### config.mk
export PLATFORM = sky130hd
export DESIGN_NAME = ctx_tlb
export DESIGN_NICKNAME = d
export VERILOG_FILES = /design/src/rtl/ctx_tlb_pkg.sv /design/src/rtl/ctx_tlb_ctrl.sv /design/src/rtl/ctx_tlb_match.sv /design/src/rtl/ctx_tlb_victim.sv /design/src/rtl/ctx_tlb.sv
export SDC_FILE = /design/constraint.sdc
export NUM_CORES = 2
export LEC_CHECK = 0
export BUFFER_PORTS_ARGS = -buffer_cell sky130_fd_sc_hd__buf_2
export CAP_MARGIN = 20
export CORE_ASPECT_RATIO = 1.25
export CORE_MARGIN = 5
export CORE_UTILIZATION = 50
export CTS_CLUSTER_DIAMETER = 30
export DETAILED_ROUTE_END_ITERATION = 6
export PLACE_DENSITY_LB_ADDON = 0.05
export SLEW_MARGIN = 10
export SYNTH_ARGS = -nofsm -noshare
export SYNTH_HDL_FRONTEND = slang
export SYNTH_SLANG_ARGS = --single-unit
### constraint.sdc
create_clock -name clk -period 4.7 [get_ports clk]
set_clock_uncertainty 0.05 [all_clocks]
set_input_delay 0 -clock clk [delete_from_list [all_inputs] [get_ports clk]]
set_output_delay 0 -clock clk [all_outputs]
set_load 0.1 [all_outputs]
### src/rtl/ctx_tlb_pkg.sv
package ctx_tlb_pkg;
    typedef enum logic [0:0] {
        MODE_FLAT   = 1'b0,
        MODE_TAGGED = 1'b1
    } tlb_mode_e;
endpackage

### src/rtl/ctx_tlb_ctrl.sv
module ctx_tlb_ctrl
    import ctx_tlb_pkg::*;
#(
    parameter int CTX_W     = 12,
    parameter int BASE_W    = 64,
    parameter int FLUSH_BIT = 63
) (
    input  logic              clk,
    input  logic              rst_n,
    input  logic              mode_wr,
    input  logic              mode_tagged,
    input  logic              base_wr,
    input  logic [BASE_W-1:0] base_val,
    input  logic              inv_ctx_req,
    input  logic [CTX_W-1:0]  inv_ctx_id,
    input  logic              flush_all,
    output tlb_mode_e         mode,
    output logic [CTX_W-1:0]  cur_ctx,
    output logic              clr_all,
    output logic              purge_a_en,
    output logic [CTX_W-1:0]  purge_a_id,
    output logic              purge_b_en,
    output logic [CTX_W-1:0]  purge_b_id
);
    tlb_mode_e        state_q, state_d;
    logic [CTX_W-1:0] ctx_q, ctx_d;

    // state register
    always_ff @(posedge clk) begin
        if (!rst_n) begin
            state_q <= MODE_FLAT;
            ctx_q   <= '0;
        end else begin
            state_q <= state_d;
            ctx_q   <= ctx_d;
        end
    end

    // transitions: FLAT->TAGGED on enable write, TAGGED->FLAT on disable write
    always_comb begin
        state_d = state_q;
        ctx_d   = ctx_q;
        unique case (state_q)
            MODE_FLAT: begin
                if (mode_wr && mode_tagged) state_d = MODE_TAGGED;
            end
            MODE_TAGGED: begin
                if (base_wr) ctx_d = base_val[CTX_W-1:0];
                if (mode_wr && !mode_tagged) begin
                    state_d = MODE_FLAT;
                    ctx_d   = '0;
                end
            end
        endcase
    end

    // outputs decoded from the current state
    always_comb begin
        mode       = state_q;
        cur_ctx    = ctx_q;
        clr_all    = flush_all;
        purge_a_en = inv_ctx_req;
        purge_a_id = inv_ctx_id;
        purge_b_en = 1'b0;
        purge_b_id = base_val[CTX_W-1:0];
        unique case (state_q)
            MODE_FLAT:   clr_all    = flush_all | base_wr;
            MODE_TAGGED: purge_b_en = base_wr & base_val[FLUSH_BIT];
        endcase
    end
endmodule

### src/rtl/ctx_tlb_match.sv
module ctx_tlb_match #(
    parameter int N     = 16,
    parameter int VPN_W = 20,
    parameter int CTX_W = 12,
    localparam int IDX_W = $clog2(N)
) (
    input  logic [N-1:0]            valid,
    input  logic [N-1:0][VPN_W-1:0] vpn,
    input  logic [N-1:0][CTX_W-1:0] tag,
    input  logic [N-1:0]            glob,
    input  logic [VPN_W-1:0]        key_vpn,
    input  logic [CTX_W-1:0]        key_ctx,
    output logic [N-1:0]            hit,
    output logic                    any,
    output logic [IDX_W-1:0]        idx
);
    for (genvar g = 0; g < N; g++) begin : g_cmp
        assign hit[g] = valid[g] && (vpn[g] == key_vpn) && (glob[g] || (tag[g] == key_ctx));
    end

    assign any = |hit;

    always_comb begin
        idx = '0;
        for (int i = N - 1; i >= 0; i--) begin
            if (hit[i]) idx = IDX_W'(i);
        end
    end
endmodule

### src/rtl/ctx_tlb_victim.sv
module ctx_tlb_victim #(
    parameter int N = 16,
    localparam int IDX_W = $clog2(N)
) (
    input  logic             clk,
    input  logic             rst_n,
    input  logic [N-1:0]     valid,
    input  logic             fill_fire,
    input  logic             match_any,
    input  logic [IDX_W-1:0] match_idx,
    output logic [IDX_W-1:0] sel
);
    logic [IDX_W-1:0] rr_q;
    logic [IDX_W-1:0] free_idx;
    logic             free_any;

    always_comb begin
        free_idx = '0;
        free_any = 1'b0;
        for (int i = N - 1; i >= 0; i--) begin
            if (!valid[i]) begin
                free_idx = IDX_W'(i);
                free_any = 1'b1;
            end
        end
    end

    always_comb begin
        if (match_any)     sel = match_idx;
        else if (free_any) sel = free_idx;
        else               sel = rr_q;
    end

    always_ff @(posedge clk) begin
        if (!rst_n) begin
            rr_q <= '0;
        end else if (fill_fire && !match_any && !free_any) begin
            if (rr_q == IDX_W'(N - 1)) rr_q <= '0;
            else                       rr_q <= rr_q + 1'b1;
        end
    end
endmodule

### src/rtl/ctx_tlb.sv
module ctx_tlb
    import ctx_tlb_pkg::*;
#(
    parameter int ENTRIES   = 16,
    parameter int VPN_W     = 20,
    parameter int PPN_W     = 20,
    parameter int CTX_W     = 12,
    parameter int BASE_W    = 64,
    parameter int FLUSH_BIT = 63,
    localparam int IDX_W    = $clog2(ENTRIES)
) (
    input  logic              clk,
    input  logic              rst_n,
    input  logic              mode_wr,
    input  logic              mode_tagged,
    input  logic              base_wr,
    input  logic [BASE_W-1:0] base_val,
    input  logic              inv_ctx_req,
    input  logic [CTX_W-1:0]  inv_ctx_id,
    input  logic              flush_all,
    input  logic              fill_valid,
    input  logic [VPN_W-1:0]  fill_vpn,
    input  logic [PPN_W-1:0]  fill_ppn,
    input  logic              fill_global,
    input  logic              lk_valid,
    input  logic [VPN_W-1:0]  lk_vpn,
    output logic              lk_done,
    output logic              lk_hit,
    output logic [PPN_W-1:0]  lk_ppn,
    output logic [CTX_W-1:0]  cur_ctx,
    output logic              tag_mode
);
    logic [ENTRIES-1:0]            valid_q;
    logic [ENTRIES-1:0][VPN_W-1:0] vpn_q;
    logic [ENTRIES-1:0][PPN_W-1:0] ppn_q;
    logic [ENTRIES-1:0][CTX_W-1:0] tag_q;
    logic [ENTRIES-1:0]            glob_q;

    tlb_mode_e        mode;
    logic             clr_all, purge_a_en, purge_b_en;
    logic [CTX_W-1:0] purge_a_id, purge_b_id;

    ctx_tlb_ctrl #(.CTX_W(CTX_W), .BASE_W(BASE_W), .FLUSH_BIT(FLUSH_BIT)) u_ctrl (
        .clk(clk), .rst_n(rst_n),
        .mode_wr(mode_wr), .mode_tagged(mode_tagged),
        .base_wr(base_wr), .base_val(base_val),
        .inv_ctx_req(inv_ctx_req), .inv_ctx_id(inv_ctx_id),
        .flush_all(flush_all),
        .mode(mode), .cur_ctx(cur_ctx), .clr_all(clr_all),
        .purge_a_en(purge_a_en), .purge_a_id(purge_a_id),
        .purge_b_en(purge_b_en), .purge_b_id(purge_b_id)
    );

    assign tag_mode = (mode == MODE_TAGGED);

    logic [ENTRIES-1:0] lk_hitv, fl_hitv;
    logic               lk_any, fl_any;
    logic [IDX_W-1:0]   lk_idx, fl_idx, fill_sel;

    ctx_tlb_match #(.N(ENTRIES), .VPN_W(VPN_W), .CTX_W(CTX_W)) u_lk_match (
        .valid(valid_q), .vpn(vpn_q), .tag(tag_q), .glob(glob_q),
        .key_vpn(lk_vpn), .key_ctx(cur_ctx),
        .hit(lk_hitv), .any(lk_any), .idx(lk_idx)
    );

    ctx_tlb_match #(.N(ENTRIES), .VPN_W(VPN_W), .CTX_W(CTX_W)) u_fl_match (
        .valid(valid_q), .vpn(vpn_q), .tag(tag_q), .glob(glob_q),
        .key_vpn(fill_vpn), .key_ctx(cur_ctx),
        .hit(fl_hitv), .any(fl_any), .idx(fl_idx)
    );

    logic fill_fire;
    assign fill_fire = fill_valid && !clr_all;

    ctx_tlb_victim #(.N(ENTRIES)) u_victim (
        .clk(clk), .rst_n(rst_n), .valid(valid_q),
        .fill_fire(fill_fire), .match_any(fl_any), .match_idx(fl_idx),
        .sel(fill_sel)
    );

    logic [ENTRIES-1:0] purge_hit;
    for (genvar g = 0; g < ENTRIES; g++) begin : g_purge
        assign purge_hit[g] = valid_q[g] && !glob_q[g] &&
                              ((purge_a_en && (tag_q[g] == purge_a_id)) ||
                               (purge_b_en && (tag_q[g] == purge_b_id)));
    end

    // entry array
    always_ff @(posedge clk) begin
        if (!rst_n) begin
            valid_q <= '0;
            vpn_q   <= '0;
            ppn_q   <= '0;
            tag_q   <= '0;
            glob_q  <= '0;
        end else if (clr_all) begin
            valid_q <= '0;
        end else begin
            valid_q <= valid_q & ~purge_hit;
            if (fill_fire) begin
                valid_q[fill_sel] <= 1'b1;
                vpn_q[fill_sel]   <= fill_vpn;
                ppn_q[fill_sel]   <= fill_ppn;
                tag_q[fill_sel]   <= cur_ctx;
                glob_q[fill_sel]  <= fill_global;
            end
        end
    end

    // registered lookup response
    always_ff @(posedge clk) begin
        if (!rst_n) begin
            lk_done <= 1'b0;
            lk_hit  <= 1'b0;
            lk_ppn  <= '0;
        end else begin
            lk_done <= lk_valid;
            lk_hit  <= lk_valid && lk_any;
            lk_ppn  <= (lk_valid && lk_any) ? ppn_q[lk_idx] : '0;
        end
    end
endmodule

==> reports/metrics.yaml <==
synth_edf_count: 0
ys_types: 58
wl_met2_um: 85000
cp_common_cell: "buf_4"
port_buffers: 129
synth.top_cell.area_share_pct: 36.7
start_kind: "register"
wl_um: 188000
start_util_pct: 50.4
syn_avg_cell_area_um2: 9.24
p_total_uw: 24100
seq_area_frac_synth_pct: 36.7
cpPeakStageDelay_ps: 680
fin_nets: 5687
antenna_found_initial: 5
overflow: 0
rsz0062_at_grt: "no"
core_mm2: 0.0977
synth_area_mm2: 0.0492
cp-end-kind: "register"
timing.critical_path.cells: "buf_4 -> xor2_1 -> nor4_1 -> a31oi_1 -> buf_4 -> nor4b_2 -> buf_4 -> nor3_1 -> or4_1 -> a21oi_1 -> a221o_2 -> nand2_4 -> nor2_8 -> nand2_4 -> buf_12 -> mux2i_1"
ys_warn_count: 0
synth_top_area_cell: "dfxtp_1"
yosys.cell_count.top_type: "nand2_1"
grt_max_degree: 87
slew_headroom_pct: 22.1
ys_ff_latch: 903
drt_pass1_iterations: 6
numClockSinks: 903
synthTopCellsByArea: "dfxtp_1 37%, mux2i_1 18%, xor2_1 11%, xnor2_1 11%, nand2_1 7.9%"
die_w_um: 291
area_delta_synth_final_pct: 22.1
ant_nets: 0
total_leakage_power_uw: 0.0285
critPathRequiredTime_ps: 5250
cp_max_fo: 22
wl_met3_um: 16300
grt_usage_pct: 34.3
crit_slowest_cell: "dfxtp_1"
arrival_ps: 5090
finalSetupViolCount: 0
wl_per_cell_um: 26.8
highest_layer: "met5"
dp_hpwl_um: 120000
clkLatencyLatePin_ps: 800
finalHoldViolCount: 0
fin_crit_ps: 4540
cts_tree: "yes"
tns_ps: 0
layout-drive-gt1-share_pct: 14.1
die_area_mm2: 0.105
gp_congestion: 0.920
drtIter0Drc: 4321
status: "finished clean"
finalCritPeriodShare_pct: 96.6
cts_buffers: 191
max_freq_mhz: 220
rows: 128
critPathKind: "reg -> reg"
fp.dieH_um: 361
grt_pass1_vias: 40600
vias: 41200
maxSlewViolCount: 0
pwr_density_cell_mw_per_mm2: 400
synthFlopType: "dfxtp_1"
h-tree-depth: 4
crit_buf_inv: 4
io_pins: 181
async_reset_ff_share_pct: 0
drt_drc_violations_left: 0
via_per_inst: 5.88
grt_pass1_wl_um: 273000
netlist_top_cells_count: "1040 x nand2_1, 903 x dfxtp_1, 892 x mux2i_1, 613 x xor2_1, 604 x xnor2_1"
syn-num-nets: 5478
crit_family: "simple AND/OR/NAND/NOR gates"
tightestPinTransition_ps: 1170
clock_path_buffers: 3
clkTransAtPathRegs_ps: 50
cts_root_buffer: "clkbuf_16"
cap_violations: 0
wl_met1_um: 77100
hp-class: "in -> reg"
postSynthCellCount: 5331
vdd_drop_max_v: 0.000328
==> worst paths after layout <==
check                                               startpoint                      end  slack, ps  depth (start not counted)
worst min register to register         ppn_q[169]$_SDFFE_PN0P_  ppn_q[169]$_SDFFE_PN0P_        400                          2
worst min-delay path                               fill_vpn[5]  vpn_q[285]$_SDFFE_PN0P_        100                          4
worst max register to register  u_ctrl.cur_ctx[2]$_SDFFE_PN0P_   tag_q[90]$_SDFFE_PN0P_        160                         16
worst max-delay path            u_ctrl.cur_ctx[2]$_SDFFE_PN0P_   tag_q[90]$_SDFFE_PN0P_        160                         16
==> placed cells by master, fill, tap and decap left out, types with 24 or more instances in the layout <==
cell           count
mux2i_1          892
a21oi_1           33
nor3_1            43
buf_2            128
a31oi_1           26
xnor2_1          604
o21ai_0           25
buf_4            217
a221oi_1          60
nor4_1           165
nand2_1         1038
a211oi_1          60
dlygate4sd3_1     47
nor2_1            26
dfxtp_1          903
clkbuf_16        192
nand3_1           44
clkinvlp_4        24
buf_12            70
xor2_1           613
nand4_1          158
bufinv_16         37
==> sequential cells by signal, summed over array words and instances, names as in the netlist, named ones only <==
| name | cells |
|---|---|
| ppn_q | 320 |
| vpn_q | 320 |
| tag_q | 192 |
| lk_ppn | 20 |
| glob_q | 16 |
| valid_q | 16 |
| u_ctrl.cur_ctx | 12 |
| u_victim.rr_q | 4 |
| lk_done | 1 |
| lk_hit | 1 |
==> layer usage <==
| metal | GRT usage [%] | up-vias |
|---|---|---|
| met5 | 0 | - |
| met4 | 15.6 | 8 |
| met3 | 6.66 | 475 |
| met2 | 54.9 | 1988 |
| met1 | 45.1 | 20100 |
| li1 | - | 18600 |
==> per-stage QoR <==
step	hold WS (ps)	setup WS (ps)	cells	instance area (um^2)	utilization, %
final	103	157	7004	60100	61.5
after detailed placement	238	260	6599	52500	53.8
after CTS	31.6	190	7002	60100	61.5
after global placement	232	245	6597	52500	53.7
after floorplan	96.3	517	5331	49200	-
after global routing	82.5	27.9	7003	60100	61.5
==> power breakdown <==
group,internal [uW],switching [uW]
sequential,7690,20.6
combinational,517,1130
clock,9930,4770
==> cell families after synthesis <==
family                   synth area share (%)
AO/OA/AOI/OAI                            4.41
XOR/XNOR                                 21.6
adder cells (fa/ha/maj)                0.0254
buffers and inverters                    4.42
flip-flops                               36.7
multiplexers                             18.1
AND/OR/NAND/NOR                          14.7
==> final cells by class <==
| cell class | instances | area [um^2] |
|---|---|---|
| Clock buffer | 231 | 5170 |
| Fill cell | 8438 | 37600 |
| Inverter | 10 | 37.5 |
| Sequential cell | 903 | 18100 |
| Antenna cell | 1 | 2.50 |
| Clock inverter | 125 | 1900 |
| Timing Repair Buffer | 466 | 4240 |
| Multi-Input combinational cell | 3968 | 29100 |
| Tap cell | 1300 | 1630 |
==> worst register-to-register path: cells and delay by family, from the launching register on <==
| family | cells | cell delay (ps) |
|---|---|---|
| DFF | 1 | 680 |
| and+or+nand+nor | 7 | 1790 |
| xor gates and xnor gates | 1 | 110 |
| AOI/OAI and AO/OA | 3 | 580 |
| buffers and inverters | 4 | 1000 |
| muxes | 1 | 140 |
==> repair_timing <==
item	in CTS	in global routing
gates resized for setup	0	2
setup endpoints to repair	0	14
hold buffers	47	0
endpoints found under the hold margin	527	0
buffers inserted	0	0
Power figures use the tool's default switching activity.
